--- config.mk ---
export PLATFORM = sky130hd
export DESIGN_NAME = shdr_block_sync
export DESIGN_NICKNAME = d
export VERILOG_FILES = /design/src/rtl/shdr_sync_pkg.sv /design/src/rtl/shdr_framer.sv /design/src/rtl/shdr_lock_fsm.sv /design/src/rtl/shdr_block_sync.sv
export SDC_FILE = /design/constraint.sdc
export NUM_CORES = 1
export LEC_CHECK = 0
export ABC_CLOCK_PERIOD_IN_PS = 5100
export BUFFER_PORTS_ARGS = -buffer_cell sky130_fd_sc_hd__buf_2
export CAP_MARGIN = 20
export CORE_AREA = 2 2 110 112
export CTS_CLUSTER_DIAMETER = 120
export DETAILED_ROUTE_END_ITERATION = 7
export DIE_AREA = 0 0 112 114
export GPL_ROUTABILITY_DRIVEN = 0
export PLACE_DENSITY = 0.92
export SLEW_MARGIN = 15
export SYNTH_ARGS = -nofsm -noshare
export SYNTH_HDL_FRONTEND = slang
export SYNTH_SLANG_ARGS = --single-unit
export TNS_END_PERCENT = 30
--- constraint.sdc ---
create_clock -name clk -period 5.1 [get_ports clk]
set_input_delay 1.02 -clock clk [delete_from_list [all_inputs] [get_ports clk]]
set_output_delay 1.02 -clock clk [all_outputs]
set_load 0.02 [all_outputs]
--- src/rtl/shdr_sync_pkg.sv ---
package shdr_sync_pkg;

  // Hunt / locked state of the lock machine.
  typedef enum logic {
    ST_HUNT = 1'b0,
    ST_LOCK = 1'b1
  } lock_st_e;

  // A sync header is good when its two bits differ.
  function automatic logic hdr_is_good(input logic [1:0] hdr);
    return hdr[1] ^ hdr[0];
  endfunction

  // Block length chosen by the mode bit.
  function automatic int unsigned blk_len(input logic m_long,
                                          input int unsigned len_short,
                                          input int unsigned len_long);
    return m_long ? len_long : len_short;
  endfunction

endpackage

--- src/rtl/shdr_framer.sv ---
module shdr_framer
  import shdr_sync_pkg::*;
#(
  parameter int LEN_A = 66,
  parameter int LEN_B = 67
) (
  input  logic                                     clk,
  input  logic                                     rst_n,
  input  logic                                     clr,
  input  logic                                     in_valid,
  input  logic                                     in_bit,
  input  logic                                     m_long,
  input  logic                                     slip,
  output logic                                     blk_done,
  output logic [((LEN_A > LEN_B) ? LEN_A : LEN_B)-1:0] blk_word,
  output logic [1:0]                               blk_hdr,
  output logic                                     skip_pend
);
  localparam int W  = (LEN_A > LEN_B) ? LEN_A : LEN_B;
  localparam int CW = $clog2(W + 1);

  logic [W-1:0]  sr_q;
  logic [W-1:0]  nxt_sr;
  logic [CW-1:0] cnt_q;
  logic [CW-1:0] last_idx;
  logic [CW-1:0] hdr_lo;
  logic          skip_q;

  // Index of the last bit of the current block and of the header's low bit.
  assign last_idx  = CW'(blk_len(m_long, LEN_A, LEN_B) - 1);
  assign hdr_lo    = last_idx - CW'(1);
  assign nxt_sr    = {sr_q[W-2:0], in_bit};
  assign blk_done  = in_valid && !skip_q && (cnt_q == last_idx);
  assign skip_pend = skip_q;

  always_comb begin
    for (int i = 0; i < W; i++) begin
      blk_word[i] = (i <= int'(last_idx)) ? nxt_sr[i] : 1'b0;
    end
    blk_hdr = {nxt_sr[last_idx], nxt_sr[hdr_lo]};
  end

  always_ff @(posedge clk or negedge rst_n) begin
    if (!rst_n) begin
      sr_q   <= '0;
      cnt_q  <= '0;
      skip_q <= 1'b0;
    end else if (clr) begin
      sr_q   <= '0;
      cnt_q  <= '0;
      skip_q <= 1'b0;
    end else if (in_valid) begin
      if (skip_q) begin
        // This bit is discarded: the boundary moves one bit later.
        skip_q <= 1'b0;
      end else begin
        sr_q <= nxt_sr;
        if (blk_done) begin
          cnt_q  <= '0;
          skip_q <= slip;
        end else begin
          cnt_q <= cnt_q + CW'(1);
        end
      end
    end
  end

endmodule

--- src/rtl/shdr_lock_fsm.sv ---
module shdr_lock_fsm
  import shdr_sync_pkg::*;
#(
  parameter int LOCK_GOOD = 64,
  parameter int WIN_HDRS  = 64,
  parameter int BAD_MAX   = 16
) (
  input  logic clk,
  input  logic rst_n,
  input  logic clr,
  input  logic hdr_evt,
  input  logic hdr_good,
  output logic locked,
  output logic slip,
  output logic err_evt,
  output logic lock_gain,
  output logic lock_loss
);
  localparam int GW = $clog2(LOCK_GOOD + 1);
  localparam int WW = $clog2(WIN_HDRS + 1);
  localparam int BW = $clog2(BAD_MAX + 1);

  lock_st_e      st_q;
  logic [GW-1:0] good_q, good_n;
  logic [WW-1:0] win_q, win_n, win_t;
  logic [BW-1:0] bad_q, bad_n, bad_t;

  assign locked = (st_q == ST_LOCK);

  always_comb begin
    slip      = 1'b0;
    lock_gain = 1'b0;
    lock_loss = 1'b0;
    err_evt   = 1'b0;
    good_n    = good_q;
    win_n     = win_q;
    bad_n     = bad_q;
    win_t     = win_q + WW'(1);
    bad_t     = bad_q + {{(BW-1){1'b0}}, ~hdr_good};
    if (hdr_evt) begin
      if (st_q == ST_HUNT) begin
        if (hdr_good) begin
          if (good_q == GW'(LOCK_GOOD - 1)) begin
            lock_gain = 1'b1;
            good_n    = '0;
          end else begin
            good_n = good_q + GW'(1);
          end
        end else begin
          good_n = '0;
          slip   = 1'b1;
        end
      end else begin
        err_evt = ~hdr_good;
        if (bad_t == BW'(BAD_MAX)) begin
          lock_loss = 1'b1;
          slip      = 1'b1;
          bad_n     = '0;
          win_n     = '0;
        end else if (win_t == WW'(WIN_HDRS)) begin
          bad_n = '0;
          win_n = '0;
        end else begin
          bad_n = bad_t;
          win_n = win_t;
        end
      end
    end
  end

  always_ff @(posedge clk or negedge rst_n) begin
    if (!rst_n) begin
      st_q   <= ST_HUNT;
      good_q <= '0;
      win_q  <= '0;
      bad_q  <= '0;
    end else if (clr) begin
      st_q   <= ST_HUNT;
      good_q <= '0;
      win_q  <= '0;
      bad_q  <= '0;
    end else begin
      good_q <= good_n;
      win_q  <= win_n;
      bad_q  <= bad_n;
      if (lock_gain)      st_q <= ST_LOCK;
      else if (lock_loss) st_q <= ST_HUNT;
    end
  end

endmodule

--- src/rtl/shdr_block_sync.sv ---
module shdr_block_sync
  import shdr_sync_pkg::*;
#(
  parameter int LEN_A     = 66,
  parameter int LEN_B     = 67,
  parameter int LOCK_GOOD = 64,
  parameter int WIN_HDRS  = 64,
  parameter int BAD_MAX   = 16
) (
  input  logic                                     clk,
  input  logic                                     rst_n,
  input  logic                                     mode_i,
  input  logic                                     in_valid,
  input  logic                                     in_bit,
  output logic                                     word_valid,
  output logic [((LEN_A > LEN_B) ? LEN_A : LEN_B)-1:0] word_o,
  output logic                                     hdr_err,
  output logic                                     block_lock
);
  localparam int W = (LEN_A > LEN_B) ? LEN_A : LEN_B;

  logic         mode_q;
  logic         mode_chg;
  logic         blk_done;
  logic [W-1:0] blk_word;
  logic [1:0]   blk_hdr;
  logic         skip_pend;
  logic         slip;
  logic         err_evt;
  logic         lock_gain;
  logic         lock_loss;
  logic         hdr_good;

  // A mode change takes effect as a clear of the whole datapath.
  assign mode_chg = (mode_i != mode_q);
  assign hdr_good = hdr_is_good(blk_hdr);

  shdr_framer #(
    .LEN_A(LEN_A),
    .LEN_B(LEN_B)
  ) u_framer (
    .clk      (clk),
    .rst_n    (rst_n),
    .clr      (mode_chg),
    .in_valid (in_valid),
    .in_bit   (in_bit),
    .m_long   (mode_q),
    .slip     (slip),
    .blk_done (blk_done),
    .blk_word (blk_word),
    .blk_hdr  (blk_hdr),
    .skip_pend(skip_pend)
  );

  shdr_lock_fsm #(
    .LOCK_GOOD(LOCK_GOOD),
    .WIN_HDRS (WIN_HDRS),
    .BAD_MAX  (BAD_MAX)
  ) u_lock (
    .clk      (clk),
    .rst_n    (rst_n),
    .clr      (mode_chg),
    .hdr_evt  (blk_done),
    .hdr_good (hdr_good),
    .locked   (block_lock),
    .slip     (slip),
    .err_evt  (err_evt),
    .lock_gain(lock_gain),
    .lock_loss(lock_loss)
  );

  always_ff @(posedge clk or negedge rst_n) begin
    if (!rst_n) begin
      mode_q     <= 1'b0;
      word_valid <= 1'b0;
      word_o     <= '0;
      hdr_err    <= 1'b0;
    end else if (mode_chg) begin
      mode_q     <= mode_i;
      word_valid <= 1'b0;
      hdr_err    <= 1'b0;
    end else begin
      word_valid <= blk_done;
      hdr_err    <= err_evt;
      if (blk_done) word_o <= blk_word;
    end
  end

endmodule

-- After elaboration in Yosys (flattened, before gate mapping)
Cells that the tools add are included.
- flip-flop bits (word level): 164
- latch bits: 0
- RAM bits: 0
- bits in read-only memories: 0
- input port bits: 5
- output and inout bits: 70
- logic and storage cells: 219
- memories kept: 0
- add/subtract/negate cells: 6
- multiply operators: 0
- div/mod/pow operators: 0
- $lt $le $gt $ge: 68
- equal/unequal tests: 7
- shift operators: 0
- multiplexer cells: 113
- bitwise logic cells: 3
- reduce and logical (&&, ||, !) cells: 11
- operators with widths (cell ; count):
    $le 6x7->1 const A ; 32
    $mux 66 ; 3
    $le 5x7->1 const A ; 16
    $mux 7 ; 14
    $mux 1 ; 89
    $le 4x7->1 const A ; 8
    $le 3x7->1 const A ; 4
    $mux 5 ; 5
    $add 7x1->7 const B ; 3
    $le 7x7->1 const A ; 3
    $lt 7x8->1 const B ; 2
    $bmux 1 s7 ; 2
    $le 2x7->1 const A ; 2
    $sub 7x1->7 const B ; 2
    $reduce_and 2->1 ; 4
    $eq 7x6->1 const B ; 1
    $eq 7x7->1 ; 1
    $eq 7x7->1 const B ; 1
    $le 1x7->1 const A ; 1
    $reduce_bool 2->1 ; 3
    $add 5x1->5 ; 1
    $eq 5x5->1 const B ; 1
    $ne 2x2->1 const B ; 2
    $reduce_bool 3->1 ; 1
    other kinds (5) ; 7

-- Logic depth before layout (Yosys ltp)
Gate-level depths: netlist (run 1).
- word-level depth: 15
- gate-level depth with buffers: 11
- mapped depth without buffers: 10

-- Hierarchy
From an unflattened synthesis (run 1), not the netlist that was laid out.
- cell total of the unflattened synthesis: 545
- area total of the unflattened synthesis: 7131.8 um2
- modules (own cells, without submodules) (module ; instances ; cells an instance ; area each (um2)):
    shdr_framer ; 1 ; 260 ; 3274.4
    shdr_block_sync ; 1 ; 151 ; 2680.1
    shdr_lock_fsm ; 1 ; 134 ; 1177.4

-- Least setup slack after synthesis (run 1)
OpenSTA, ideal clock, no wires.
- path type: input-to-reg
- start: input in_valid
- end: register word_o[65] (netlist name)
- library setup time: 128 ps
- arrival: 2615 ps
- required time: 4972 ps
- slack: 2357 ps
- cell stages on the path: 7
- path buffers: 3
- cells stage by stage: nand2b_1 -> buf_2 -> or4b_1 -> nor3_4 -> buf_4 -> buf_6 -> mux2_1
- cells in the longest elaborated chain, start to end: 3
- ends and longest elaborated chain (what ; line ; text):
    from (decl) ; shdr_block_sync.sv:13 ; input logic in_valid,
    $logic_and 1x1->1 (2 in series) ; shdr_framer.sv:33 ; assign blk_done = in_valid && !skip_q && (cnt_q == last_idx);
    $reduce_and 2->1 (no source line) ; n/a ;
    to (signal assigned) ; shdr_block_sync.sv:85 ; if (blk_done) word_o <= blk_word;
    to (decl) ; shdr_block_sync.sv:16 ; output logic [((LEN_A > LEN_B) ? LEN_A : LEN_B)-1:0] word_o,
Every way passes these cells.
A chain may end at the register's enable or synchronous reset.

-- Worst setup path in the final report (run 1)
- start: register mode_q
- end: register word_o[36] (netlist name)
- cells in the longest elaborated chain, start to end: 5
- elaborated cells between the ends (all ways): 9
- those cells by class: add/sub: 1; order compare: 1; eq/ne: 2; mux: 2; bitwise: 1; reduce/logical: 2
- ends and longest elaborated chain (what ; line ; text):
    from (decl) ; shdr_block_sync.sv:22 ; logic mode_q;
    from (signal assigned) ; shdr_block_sync.sv:79 ; mode_q <= mode_i;
    parallel branches: the longest is 5 deep, another holds $sub 7x1->7 ; n/a ;
Parallel ways; which one is timed is not known.

==> results of run 1 <==
## kinds of logic after synthesis
| family | Yosys count |
|---|---|
| AOI/OAI and AO/OA | 110 |
| xor gates and xnor gates | 12 |
| adders and majority gates | 5 |
| buffers and inverters | 43 |
| DFF | 164 |
| muxes | 70 |
| and+or+nand+nor | 222 |
## worst register-to-register path: stages, from the launching register on
cell	delay (ps)
sky130_fd_sc_hd__dfrtp_1	610
sky130_fd_sc_hd__mux2i_1	160
sky130_fd_sc_hd__or4_1	560
sky130_fd_sc_hd__nor3_4	490
sky130_fd_sc_hd__buf_4	680
sky130_fd_sc_hd__mux2_2	500
## area by class of cell
type	count	area [um^2]	area share
well taps	147	183.9	0.02325
clock buffers	22	464.2	0.05867
multi-input cells	419	2594	0.3279
inverters	6	22.52	0.002847
repair buffers	79	416.7	0.05266
flip-flops and latches	164	4104	0.5187
clock inverters	8	126.4	0.01597
## power by group through the flow
stage	combinational [uW]	clock [uW]	sequential [uW]
6_report	112	1290	1330
5_1_grt	126	1350	1330
4_1_cts	113	1300	1330
3_5_place_dp	112	0	1350
3_3_place_gp	106	0	1350
2_1_floorplan	70.5	0	1340
## cell usage in the layout, fill, tap and decap left out, drive strengths merged, types with 4 or more instances in the layout
cell type / netlist / routed
a21oi: 72 / 72
nand2: 160 / 160
xnor2: 5 / 5
mux2: 66 / 66
clkbuf: 22 / 23
xor2: 7 / 7
or4b: 4 / 4
nor3: 6 / 6
nand3: 14 / 14
inv: 6 / 7
ha: 5 / 5
a31oi: 6 / 6
mux2i: 4 / 4
buf: 15 / 78
nor4: 4 / 4
clkinv: 0 / 4
dfrtp: 164 / 164
o21ai: 11 / 11
nor2: 15 / 15
## routing by layer
| metal | up-vias | global-route usage | part of all wire |
|---|---|---|---|
| li1 | 2268 | - | - |
| met1 | 2510 | 0.2996 | 0.40 |
| met2 | 187 | 0.4097 | 0.52 |
| met3 | 25 | 0.04995 | 0.052 |
| met4 | 0 | 0.09187 | 0.022 |
| met5 | - | 0 | 0 |
## worst min-delay path by stage
stage,from,end,slack (ps),cells past startpoint
final,u_lock.good_q[6],u_lock.good_q[6],480,1
after global routing,word_o[64],word_o[64],510,1
after CTS,u_lock.good_q[6],u_lock.good_q[6],480,1
after detailed placement,u_lock.good_q[6],u_lock.good_q[6],470,1
after global placement,u_lock.good_q[6],u_lock.good_q[6],470,1
after floorplan,u_lock.good_q[6],u_lock.good_q[6],450,1
## flip-flops by register name (all words and copies together) (netlist names)
register / count
hdr_err: 1
mode_q: 1
u_framer.cnt_q: 7
u_framer.skip_pend: 1
u_framer.sr_q: 66
u_lock.bad_q: 5
u_lock.good_q: 7
u_lock.locked: 1
u_lock.win_q: 7
word_o: 67
word_valid: 1
## metrics by stage
| step | hold WS (ps) | total power [uW] | setup WS, ps | cell area, um^2 | cells |
|---|---|---|---|---|---|
| global placement | 472.6 | 1454 | 1710 | 7318 | 815 |
| floorplan | 449.5 | 1413 | 2357 | 6857 | 626 |
| global route | 507.0 | 2807 | 1810 | 7911 | 845 |
| finish | 481.3 | 2728 | 1988 | 7911 | 845 |
| detailed placement | 471.9 | 1461 | 1627 | 7318 | 815 |
| CTS | 484.8 | 2734 | 1991 | 7909 | 845 |
==> results.md, run 1 <==
- The first-pass GRT wire length is 24230 um.
- The end-of-flow core utilization is 0.6755.
- The nature of the critical path endpoint is a register.
- Post-CTS timing repair inserted 0 buffers for setup.
- Together, buffers and inverters on the worst path number 1.
- The relative contribution of combinational cells to total power is 0.041.
- The beginning of the critical path is mode_q.
- Setup repair after global routing left no endpoint under its margin.
- After clock tree synthesis, the clock-pin slew on the worst setup and hold paths is 60 ps.
- The synthesized instance count is 626.
- Once the clock tree was built, the resizer swapped 0 gates to a different size.
- The endpoint of the worst register-to-register path is word_o[36].
- Walking the worst path, the cells encountered are mux2i_1 > or4_1 > nor3_4 > buf_4 > mux2_2.
- STA puts the critical path data required time at 5400 ps.
- The portion of synthesized area spent on multiplexers is 0.1142.
- Of the post-synthesis cell area, the dominant cell type holds 0.5985.
- STA classifies the critical path startpoint as a register.
- In this run the power density over the cells is 344.8 mW/mm^2.
- Derived from the worst setup path, the maximum achievable clock frequency is 0.3213 GHz.
- The run finished with clean final reports.
- The area fraction in compound gates after synthesis came to 0.09252.
- The net switching power of the design is 602.3 uW.
- The initial antenna violation count is 0.
- In this run, synthesis inferred 0 flip-flops with an integrated enable.
- The number of distinct library cell variants in the gate-level netlist after synthesis is 51.
- The length of the first detailed-routing pass in iterations is 5.
- The worst register-to-register path has a depth of 5.
- The share of post-route cells with drive strength above 1 is 0.2521.
- By area the synthesized netlist is led by sky130_fd_sc_hd__dfrtp_1 (60%), sky130_fd_sc_hd__mux2_2 (9.7%), sky130_fd_sc_hd__nand2_1 (8.8%), sky130_fd_sc_hd__a21oi_1 (5.3%), sky130_fd_sc_hd__clkbuf_1 (1.2%).
- For this run, the leading register cell type out of synthesis is sky130_fd_sc_hd__dfrtp_1.
- The worst hold path belongs to the class reg2reg.
- The residual DRC count is 0.
- The power share of the clock group is 0.472.
- For this design, the slowest cell found on the critical path is sky130_fd_sc_hd__buf_4.
- The number of max-cap violations is 0.
- The die extent in x is 112 um.
- The reg-to-reg setup timing slack is 1990 ps.
- The share of total power consumed by net switching is 0.2208.
- The basic-gate share of the synthesized area counting and, or, nand and nor cells is 0.1429.
- The register bit count reported by yosys is 164.
- In the synthesized netlist the async set-or-reset flop fraction comes to 1.000.
- For this run the aggregate overflow at the end of global routing stands at 0.
- Summed over all failing endpoints, the final setup total negative slack is 0 ps.
- The final number of max-transition violations was 0.
- For the pin with the worst max-slew slack, the measured transition is 1007 ps.
- For this design the top-level I/O count stands at 75.
- The detailed router's first-iteration violation count is 412.
- Counting instances in the post-synthesis netlist gives the leading cell types as sky130_fd_sc_hd__dfrtp_1 (164), sky130_fd_sc_hd__nand2_1 (160), sky130_fd_sc_hd__a21oi_1 (72).
- The part of the power in registers is 0.486.
- For this run, the register share of the synthesized area comes to 0.5985.
- The worst clock skew on the final layout is 6.424 ps.
- After synthesis, the mean cell area works out to 10.95 um^2.
- The share of the synthesized netlist area taken by xor and xnor gates is 0.01533.
- The critical path is of the reg2reg type.
- The cell depth of the worst setup path is 5.
- In this run the critical register-to-register path is launched from mode_q.
- Detailed placement ended at an HPWL of 8934 um.
- The final-stage net count is 697.
- The number of hold buffers added after CTS was 0.
- The row count is 40.
- The leakage power is 0.003800 uW.
- The final hold violation count is 0.
- The number of filler instances in the final layout is 802.
- The routed design could run at a clock period as short as 3112 ps.
- The clock tree synthesis step divided the H-tree into 4 levels.
- The cell sitting at the root of the clock tree is a sky130_fd_sc_hd__clkbuf_16.
- The number of nets handed over by synthesis was 636.
- The repair_antennas step left the layout with diodes totalling 0.
- The combinational family with the most area after synthesis is simple AND/OR/NAND/NOR gates.
- The adder-cell area share of the yosys netlist is 0.009124.
- sky130_fd_sc_hd__dfrtp_1 takes more of the synthesized area than any other cell.
- The layout overhead on the synthesized area is 15.38%.
- The final layout contains routed wiring with a total length of 14530 um.
- Buffers placed on the I/O ports in this run total 74.
- The most common cell in the synthesized netlist is sky130_fd_sc_hd__dfrtp_1.
- The number of sinks driven by the clock tree is 164.
- From bottom edge to top edge, the die measures 114 um.
- On the critical path the largest part of the delay comes from simple AND/OR/NAND/NOR gates.
- After detailed routing, the number of vias per cell comes to 5.905.
- Dividing the detail-routed wire length by the instance count gives 17.19 um.
- The Yosys step of the flow raised 0 warnings.
- The netlist area before placement is 0.006857 mm^2.
- The largest driver fanout on the critical path is 59.
- The effective utilization at floorplan is 0.5855.
- For this run, the slowest stage of the critical path takes 670 ps.
- The remaining max-slew budget at the tightest pin is 0.3237.
- The number of clock buffers inserted by TritonCTS is 17.
- The overall via count from detail_route is 4990.
- Once detail routing completed, the nets flagged for antenna violations numbered 0.
- The final setup violation count is 0.
- The total track usage is 0.2379.
- The TritonCTS clock tree is yes.
- The die area is 0.01277 mm^2.
- The maximum VDD drop is 0.0002333 V.
- Counting along the longest clock path gives a buffer depth of 2.
- Of the available clock period, the critical path in the final layout requires 0.6102.
- STA puts the critical path data arrival time at 3420 ps.
- The pin count of the biggest net entering global routing is 127.
- The internal portion of the total power is 2125 uW.
- Following the worst setup path forward leads to its endpoint at word_o[36].
- In this run the standard cell core region covers 0.01171 mm^2.
- The clock latency on the worst-skew pair is 420 ps.
- The via count of the first global-routing pass is 4985.
(Power assumes the default switching activity.)
==> inputs of run 2 (changes only) <==
ABC_CLOCK_PERIOD_IN_PS = 3030   (was 5100)
CORE_AREA = 2 2 112 114   (was 2 2 110 112)
DIE_AREA = 0 0 114 116   (was 0 0 112 114)
PLACE_DENSITY = 0.89   (was 0.92)
clock period = 3.03 ns   (was 5.1 ns; I/O delays follow)
==> run 2 against run 1 <==
- final cell count increased by 1.1%
- first-iteration DRC count rose by 11%
- cell area up 0.92%
- largest power group unchanged
- highest routed layer unchanged
==> results.md, run 2 (same netlist as run 1, synthesis figures left out) <==
- Outcome: complete, no violations (unchanged).
- The total area of multi-input combinational cells came to 0.002594 mm^2 (unchanged).
- The final-stage net count is 705 (was 697).
- The layout overhead on the synthesized area is 16.44% (was 15.38%).
- The flip-flop count of the largest register, all copies and words added came to 67 (unchanged).
- The number of cells on the worst reg-to-reg path was 11 (was 5).
- The leakage power is 0.003845 uW (was 0.003800 uW).
- The CTS clock-pin slew for the worst setup and hold paths is 60 ps (about the same).
- The initial antenna violation count came to 0 (unchanged).
- The portion of the clock cycle consumed by the worst path in the final layout is 0.8952 (was 0.6102).
- The origin of the critical flop-to-flop path is mode_q (unchanged).
- The count of input and output buffers is 74 (unchanged).
- The power share of the clock group is 0.465 (was 0.472).
- The clock root buffer is sky130_fd_sc_hd__clkbuf_16 (unchanged).
- The relative contribution of combinational cells to total power was 0.044 (was 0.041).
- The remaining max-slew budget at the tightest pin is 0.3449 (was 0.3237).
- The number of primary I/O pins is 75 (unchanged).
- The H-tree depth came to 4 (unchanged).
- The largest buffer count on any clock path is 2 (unchanged).
- The nature of the critical path endpoint is a register (unchanged).
- The post-detailed-route count of antenna-violating nets is 0 (unchanged).
- The via count of the first global-routing pass is 5007 (was 4985).
- The post-route non-filler standard cell count was 854 (was 845).
- The largest driver fanout on the critical path was 7 (was 59).
- The height of the die is 116 um (was 114 um).
- The first-pass GRT wire length is 24310 um (was 24230 um).
- The length of the first detailed-routing pass in iterations is 5 (unchanged).
- The die extent in x came to 114 um (was 112 um).
- The worst clock skew on the final layout came to 8.545 ps (was 6.424 ps).
- The number of instances in the placed design is 821 (was 815).
- The area of the core was 0.01191 mm^2 (was 0.01171 mm^2).
- The reg-to-reg setup timing slack is 320 ps (was 1990 ps).
- The detailed router's first-iteration violation count is 458 (was 412).
- Highest-count cells in the layout ignoring fill and taps: sky130_fd_sc_hd__dfrtp_1 (164), sky130_fd_sc_hd__nand2_1 (160), sky130_fd_sc_hd__buf_2 (73), sky130_fd_sc_hd__a21oi_1 (72), sky130_fd_sc_hd__mux2_2 (59) (unchanged).
- The HPWL after detailed placement is 9143 um (was 8934 um).
- The antenna cell count is 0 (unchanged).
- The delay of the slowest cell on the worst path is 580 ps (was 670 ps).
- The fmax is 0.3687 GHz (was 0.3213 GHz).
- The final sum of negative setup slack is 0 ps (unchanged).
- The row count came to 40 (unchanged).
- The clock latency on the worst-skew pair is 420 ps (about the same).
- CP Cell Sequence: mux2i_1 > xnor2_1 > inv_1 > ha_1 > ha_1 > nor2_1 > o2bb2ai_1 > nand4_1 > buf_4 > a32oi_1 > o21ai_0 (was mux2i_1 > or4_1 > nor3_4 > buf_4 > mux2_2).
- The maximum VDD drop is 0.0004489 V (was 0.0002333 V).
- The post-cts hold buffer count is 0 (unchanged).
- The post-detailed-route wirelength per cell is 16.99 um (was 17.19 um).
- The critical path's slowest cell was sky130_fd_sc_hd__dfrtp_1 (was sky130_fd_sc_hd__buf_4).
- The post-cts repair resize count is 0 (unchanged).
- The part of the power in registers is 0.491 (was 0.486).
- The number of clock buffers inserted by TritonCTS is 17 (unchanged).
- The residual DRC count was 0 (unchanged).
- The number of filler instances in the final layout was 821 (was 802).
- The endpoint of the worst register-to-register path is u_lock.win_q[6] (was word_o[36]).
- The data arrival time of the worst path is 3000 ps (was 3420 ps).
- The share of post-route cells with drive strength above 1 is 0.2659 (was 0.2521).
- The number of max-cap violations is 0 (unchanged).
- The pin count of the biggest net entering global routing came to 72 (was 127).
- The total track usage is 0.2336 (was 0.2379).
- The TritonCTS clock tree is yes (unchanged).
- The worst hold margin is 34.19 ps (was 481.3 ps).
- The internal power summed over all cells came to 3502 uW (was 2125 uW).
- The register with the most flip-flops is word_o (unchanged).
- The launching element type of the critical path is a register (unchanged).
- The critical path data required time is 3320 ps (was 5400 ps).
- The final hold violation count is 0 (unchanged).
- The power density of the placed cells is 568.8 mW/mm^2 (was 344.8 mW/mm^2).
- The final critical path time including I/O delays and setup is 2712 ps (was 3112 ps).
- The routed wire length was 14510 um (was 14530 um).
- The final global-route overflow total was 0 (unchanged).
- The die area was 0.01322 mm^2 (was 0.01277 mm^2).
- The library cell appearing most often on the critical path is sky130_fd_sc_hd__ha_1.
- The transition time at the pin with the least slew margin is 975.6 ps (was 1007 ps).
- The number of sinks driven by the clock tree came to 164 (unchanged).
- The worst hold-check path type is in2async (was reg2reg).
- Top Registers: word_o x67, u_framer.sr_q x66 (unchanged).
- Setup repair after global routing missed its margin: false (unchanged).
- The footprint of the flip-flops and latches is 0.004104 mm^2 (unchanged).
- The final setup violation count is 0 (unchanged).
- The net switching power of the design was 1039 uW (was 602.3 uW).
- The effective utilization at floorplan is 0.5756 (was 0.5855).
- The overall via count from detail_route is 4987 (was 4990).
- The most common cell after layout, fill and taps aside is sky130_fd_sc_hd__dfrtp_1 (unchanged).
- The share of total power consumed by net switching is 0.2289 (was 0.2208).
- The final number of max-transition violations is 0 (unchanged).
- The type of the worst setup path is reg2reg (unchanged).
- The ratio of routed vias to standard cells came to 5.840 (was 5.905).
-- run 2: cell count changes in the layout (fill, tap and decap cells not counted), sizes merged --
cell	delta
clkinv	+3
bufinv	-1
clkbuf	-4
buf	+9
inv	+1
clkinvlp	+1
-- run 2: worst max path at each step --
stage                  start               to  slack, ps  cells after the start
finish                mode_q  u_lock.win_q[6]        320                     11
global route          mode_q    u_lock.locked        120                     11
CTS                   mode_q  u_lock.win_q[3]        220                     10
detailed placement    mode_q  u_lock.win_q[5]        270                     10
global placement      mode_q    u_lock.locked        480                     10
floorplan           in_valid       word_o[65]        700                      7
-- run 2: final cells by class --
type | count | share of cell area
repair buffers | 87 | 0.06253
well taps | 147 | 0.02304
clock inverters | 12 | 0.01598
inverters | 6 | 0.002821
flip-flops and latches | 164 | 0.5140
clock buffers | 19 | 0.05673
multi-input cells | 419 | 0.3249
-- run 2: power groups by stage --
stage	logic, uW	clock network (uW)	registers (uW)
floorplan	119	0	2260
global placement	189	0	2270
detailed placement	198	0	2270
CTS	199	2140	2230
global route	223	2220	2230
finish	198	2110	2230
-- run 2: what timing repair did --
action | in CTS | in global routing
setup buffers | 0 | 2
endpoints found under the hold margin | 0 | 0
endpoints found under the setup margin | 0 | 3
-- run 2: critical path: cells and delay by family (launching register included) --
kind                     cells  cell delay (ps)
flip-flops                   1              580
adder cells (fa/ha/maj)      2              460
multiplexers                 1              280
AND/OR/NAND/NOR              2              330
AO/OA/AOI/OAI                3              420
buffers and inverters        2              300
XOR/XNOR                     1              210
-- run 2: metal layers --
metal  global-route usage  vias to the layer above  routed length, um
met5                    0                        -                  0
met4              0.08130                        0                292
met3              0.05753                       33                717
met2               0.4048                      159               7575
met1               0.2891                     2504               5920
li1                     -                     2291                  -
-- run 2: per-stage QoR --
stage               total power, uW  setup WS, ps  cell area [um^2]  utilization
finish                         4542         317.6              7984       0.6703
detailed placement             2468         273.7              7388       0.6203
CTS                            4566         221.1              7969       0.6690
global route                   4681         119.9              7984       0.6703
global placement               2458         479.2              7388       0.6203
floorplan                      2379         700.9              6857            -
==> inputs of run 3 (changes only) <==
CORE_AREA = 2 2 92 139   (was 2 2 112 114)
DIE_AREA = 0 0 94 141   (was 0 0 114 116)
==> run 3 against run 2 <==
- count of clock-buffer cells in the layout stayed put
- global-route usage down 1.4 points
- largest power group unchanged
- sequential share of layout area is 0.12 points higher
==> results.md, run 3 (same netlist as run 1, synthesis figures left out) <==
- The worst hold-check path type is in2async (unchanged).
- The final number of max-transition violations is 0 (unchanged).
- The final hold violation count came to 0 (unchanged).
- CP Cell Sequence: mux2i_1 > xnor2_1 > inv_1 > ha_1 > ha_1 > nor2_1 > o2bb2ai_1 > nand4_1 > nand3_1 > o21ai_0 (was mux2i_1 > xnor2_1 > inv_1 > ha_1 > ha_1 > nor2_1 > o2bb2ai_1 > nand4_1 > buf_4 > a32oi_1 > o21ai_0).
- The CTS clock-pin slew for the worst setup and hold paths is 70 ps (was 60 ps).
- The initial antenna violation count is 0 (unchanged).
- The effective utilization at floorplan is 0.5621 (was 0.5756).
- Top Registers: word_o x67, u_framer.sr_q x66 (unchanged).
- The post-detailed-route count of antenna-violating nets was 0 (unchanged).
- The first-pass GRT wire length is 23030 um (was 24310 um).
- The height of the die is 141 um (was 116 um).
- The delay of the slowest cell on the worst path is 490 ps (was 580 ps).
- The antenna cell count is 0 (unchanged).
- The post-route non-filler standard cell count is 860 (was 854).
- The number of max-cap violations is 0 (unchanged).
- The fmax is 0.3671 GHz (was 0.3687 GHz).
- The type of the worst setup path is reg2reg (unchanged).
- The largest driver fanout on the critical path is 9 (was 7).
- The pin count of the biggest net entering global routing is 85 (was 72).
- The worst clock skew on the final layout is 9.931 ps (was 8.545 ps).
- The final-stage net count is 701 (was 705).
- Setup repair after global routing missed its margin: false (unchanged).
- The via count of the first global-routing pass is 4771 (was 5007).
- The residual DRC count is 0 (unchanged).
- The power density of the placed cells came to 561.9 mW/mm^2 (was 568.8 mW/mm^2).
- The critical path's slowest cell is sky130_fd_sc_hd__dfrtp_2 (was sky130_fd_sc_hd__dfrtp_1).
- The overall via count from detail_route is 4892 (was 4987).
- The row count is 50 (was 40).
- The number of instances in the placed design was 828 (was 821).
- The final global-route overflow total is 0 (unchanged).
- The register with the most flip-flops is word_o (unchanged).
- The final non-filler cell area is 0.007968 mm^2 (was 0.007984 mm^2).
- The transition time at the pin with the least slew margin is 974.1 ps (was 975.6 ps).
- The data arrival time of the worst path is 3010 ps (was 3000 ps).
- The share of post-route cells with drive strength above 1 is 0.2628 (was 0.2659).
- The length of the first detailed-routing pass in iterations is 4 (was 5).
- The instance area after placement is 0.007397 mm^2 (was 0.007388 mm^2).
- The die extent in x is 94 um (was 114 um).
- The leakage power is 0.003810 uW (was 0.003845 uW).
- The area of the core came to 0.01220 mm^2 (was 0.01191 mm^2).
- The total buffers and inverters traversed by the critical path is 1 (was 2).
- The clock latency on the worst-skew pair came to 420 ps (about the same).
- The most common cell after layout, fill and taps aside is sky130_fd_sc_hd__dfrtp_1 (unchanged).
- The flip-flop count of the largest register, all copies and words added is 67 (unchanged).
- The ratio of routed vias to standard cells is 5.688 (was 5.840).
- The nature of the critical path endpoint is a register (unchanged).
- The H-tree depth came to 4 (unchanged).
- The clock root buffer is sky130_fd_sc_hd__clkbuf_16 (unchanged).
- The portion of the clock cycle consumed by the worst path in the final layout was 0.8991 (was 0.8952).
- The TritonCTS clock tree is yes (unchanged).
- The layout overhead on the synthesized area was 16.20% (was 16.44%).
- The routed wire length is 13790 um (was 14510 um).
- The number of filler instances in the final layout is 920 (was 821).
- The die area came to 0.01325 mm^2 (was 0.01322 mm^2).
- The critical path data required time was 3310 ps (was 3320 ps).
- The total track usage came to 0.2193 (was 0.2336).
- The number of primary I/O pins is 75 (unchanged).
- The post-detailed-route wirelength per cell is 16.04 um (was 16.99 um).
- The launching element type of the critical path is a register (unchanged).
- The detailed router's first-iteration violation count is 313 (was 458).
- The final sum of negative setup slack is 0 ps (unchanged).
- Highest-count cells in the layout ignoring fill and taps: sky130_fd_sc_hd__dfrtp_1 (163), sky130_fd_sc_hd__nand2_1 (160), sky130_fd_sc_hd__buf_2 (73), sky130_fd_sc_hd__a21oi_1 (72), sky130_fd_sc_hd__mux2_2 (59) (was sky130_fd_sc_hd__dfrtp_1 (164), sky130_fd_sc_hd__nand2_1 (160), sky130_fd_sc_hd__buf_2 (73), sky130_fd_sc_hd__a21oi_1 (72), sky130_fd_sc_hd__mux2_2 (59)).
- The worst hold margin is 102.7 ps (was 34.19 ps).
- The remaining max-slew budget at the tightest pin came to 0.3460 (was 0.3449).
- The HPWL after detailed placement came to 8887 um (was 9143 um).
- The end-of-flow core utilization came to 0.6531 (was 0.6703).
- The final setup violation count was 0 (unchanged).
- The final critical path time including I/O delays and setup is 2724 ps (was 2712 ps).
- The largest buffer count on any clock path is 2 (unchanged).
- The library cell appearing most often on the critical path is sky130_fd_sc_hd__ha_1 (unchanged).
- The number of clock buffers inserted by TritonCTS is 17 (unchanged).
- The cell class contributing the biggest share of worst-path delay is simple AND/OR/NAND/NOR gates (was flip-flops).
- Outcome: complete, no violations (unchanged).
- The maximum VDD drop is 0.0004121 V (was 0.0004489 V).
- The count of input and output buffers is 74 (unchanged).
- The number of sinks driven by the clock tree is 164 (unchanged).
## run 3: cell count changes in the layout (fill, tap and decap cells not counted)
cell,change
sky130_fd_sc_hd__inv_8,+1
sky130_fd_sc_hd__clkinv_2,-3
sky130_fd_sc_hd__clkbuf_8,-1
sky130_fd_sc_hd__clkinvlp_4,+2
sky130_fd_sc_hd__bufinv_16,-1
sky130_fd_sc_hd__buf_4,-5
sky130_fd_sc_hd__buf_12,+1
sky130_fd_sc_hd__dfrtp_1,-1
sky130_fd_sc_hd__clkinv_4,+2
sky130_fd_sc_hd__clkbuf_1,+1
sky130_fd_sc_hd__dfrtp_2,+1
## run 3: worst reg2reg max path, cell delays in order (launching register included)
cell,delay [ps]
sky130_fd_sc_hd__dfrtp_2,490
sky130_fd_sc_hd__mux2i_1,160
sky130_fd_sc_hd__xnor2_1,350
sky130_fd_sc_hd__inv_1,90
sky130_fd_sc_hd__ha_1,210
sky130_fd_sc_hd__ha_1,250
sky130_fd_sc_hd__nor2_1,130
sky130_fd_sc_hd__o2bb2ai_1,130
sky130_fd_sc_hd__nand4_1,350
sky130_fd_sc_hd__nand3_1,310
sky130_fd_sc_hd__o21ai_0,140
## run 3: path summary, 6_finish.rpt
kind | startpoint | end | slack, ps | cells after the start
worst max-delay path | mode_q | u_lock.win_q[3] | 310 | 10
min in group clk | mode_i | mode_q | 400 | 1
worst min register to register | word_o[65] | word_o[65] | 480 | 1
worst max register to register | mode_q | u_lock.win_q[3] | 310 | 10
max in group asynchronous | rst_n | mode_q | 2090 | 2
worst min-delay path | rst_n | word_o[12] | 100 | 1
## run 3: layout make-up
cell class	count	area [um^2]	share of cell area
repair buffers	83	481.7	0.06046
inverters	6	22.52	0.002827
clock buffers	19	442.9	0.05559
multi-input cells	419	2594	0.3255
well taps	156	195.2	0.02450
clock inverters	13	126.4	0.01586
flip-flops and latches	164	4105	0.5152
## run 3: report_power, final
| part | switching (uW) | total, uW | internal [uW] |
|---|---|---|---|
| logic | 153 | 200 | 46.1 |
| clock network | 881 | 2040 | 1160 |
| registers | 26.8 | 2230 | 2210 |
| total | 1060 | 4480 | 3420 |
## run 3: metal layers
layer  vias up  GRT usage  routed length (um)
met1      2443     0.2672                5488
met5         -          0                   0
met3        22    0.05665                 690
met2       151     0.3759                7396
met4         0    0.07628                 216
li1       2276          -                   -
## run 3: what timing repair did
action | CTS | global route
hold buffers | 0 | 0
resized for setup | 0 | 1
endpoints found under the setup margin | 0 | 1
buffers inserted | 0 | 0
## run 3: metrics by stage
stage / total power [uW] / worst slack [ps]
final: 4477 / 305.7
after global placement: 2460 / 454.0
after global routing: 4638 / 107.2
after detailed placement: 2472 / 287.2
after CTS: 4514 / 261.9
after floorplan: 2379 / 700.9
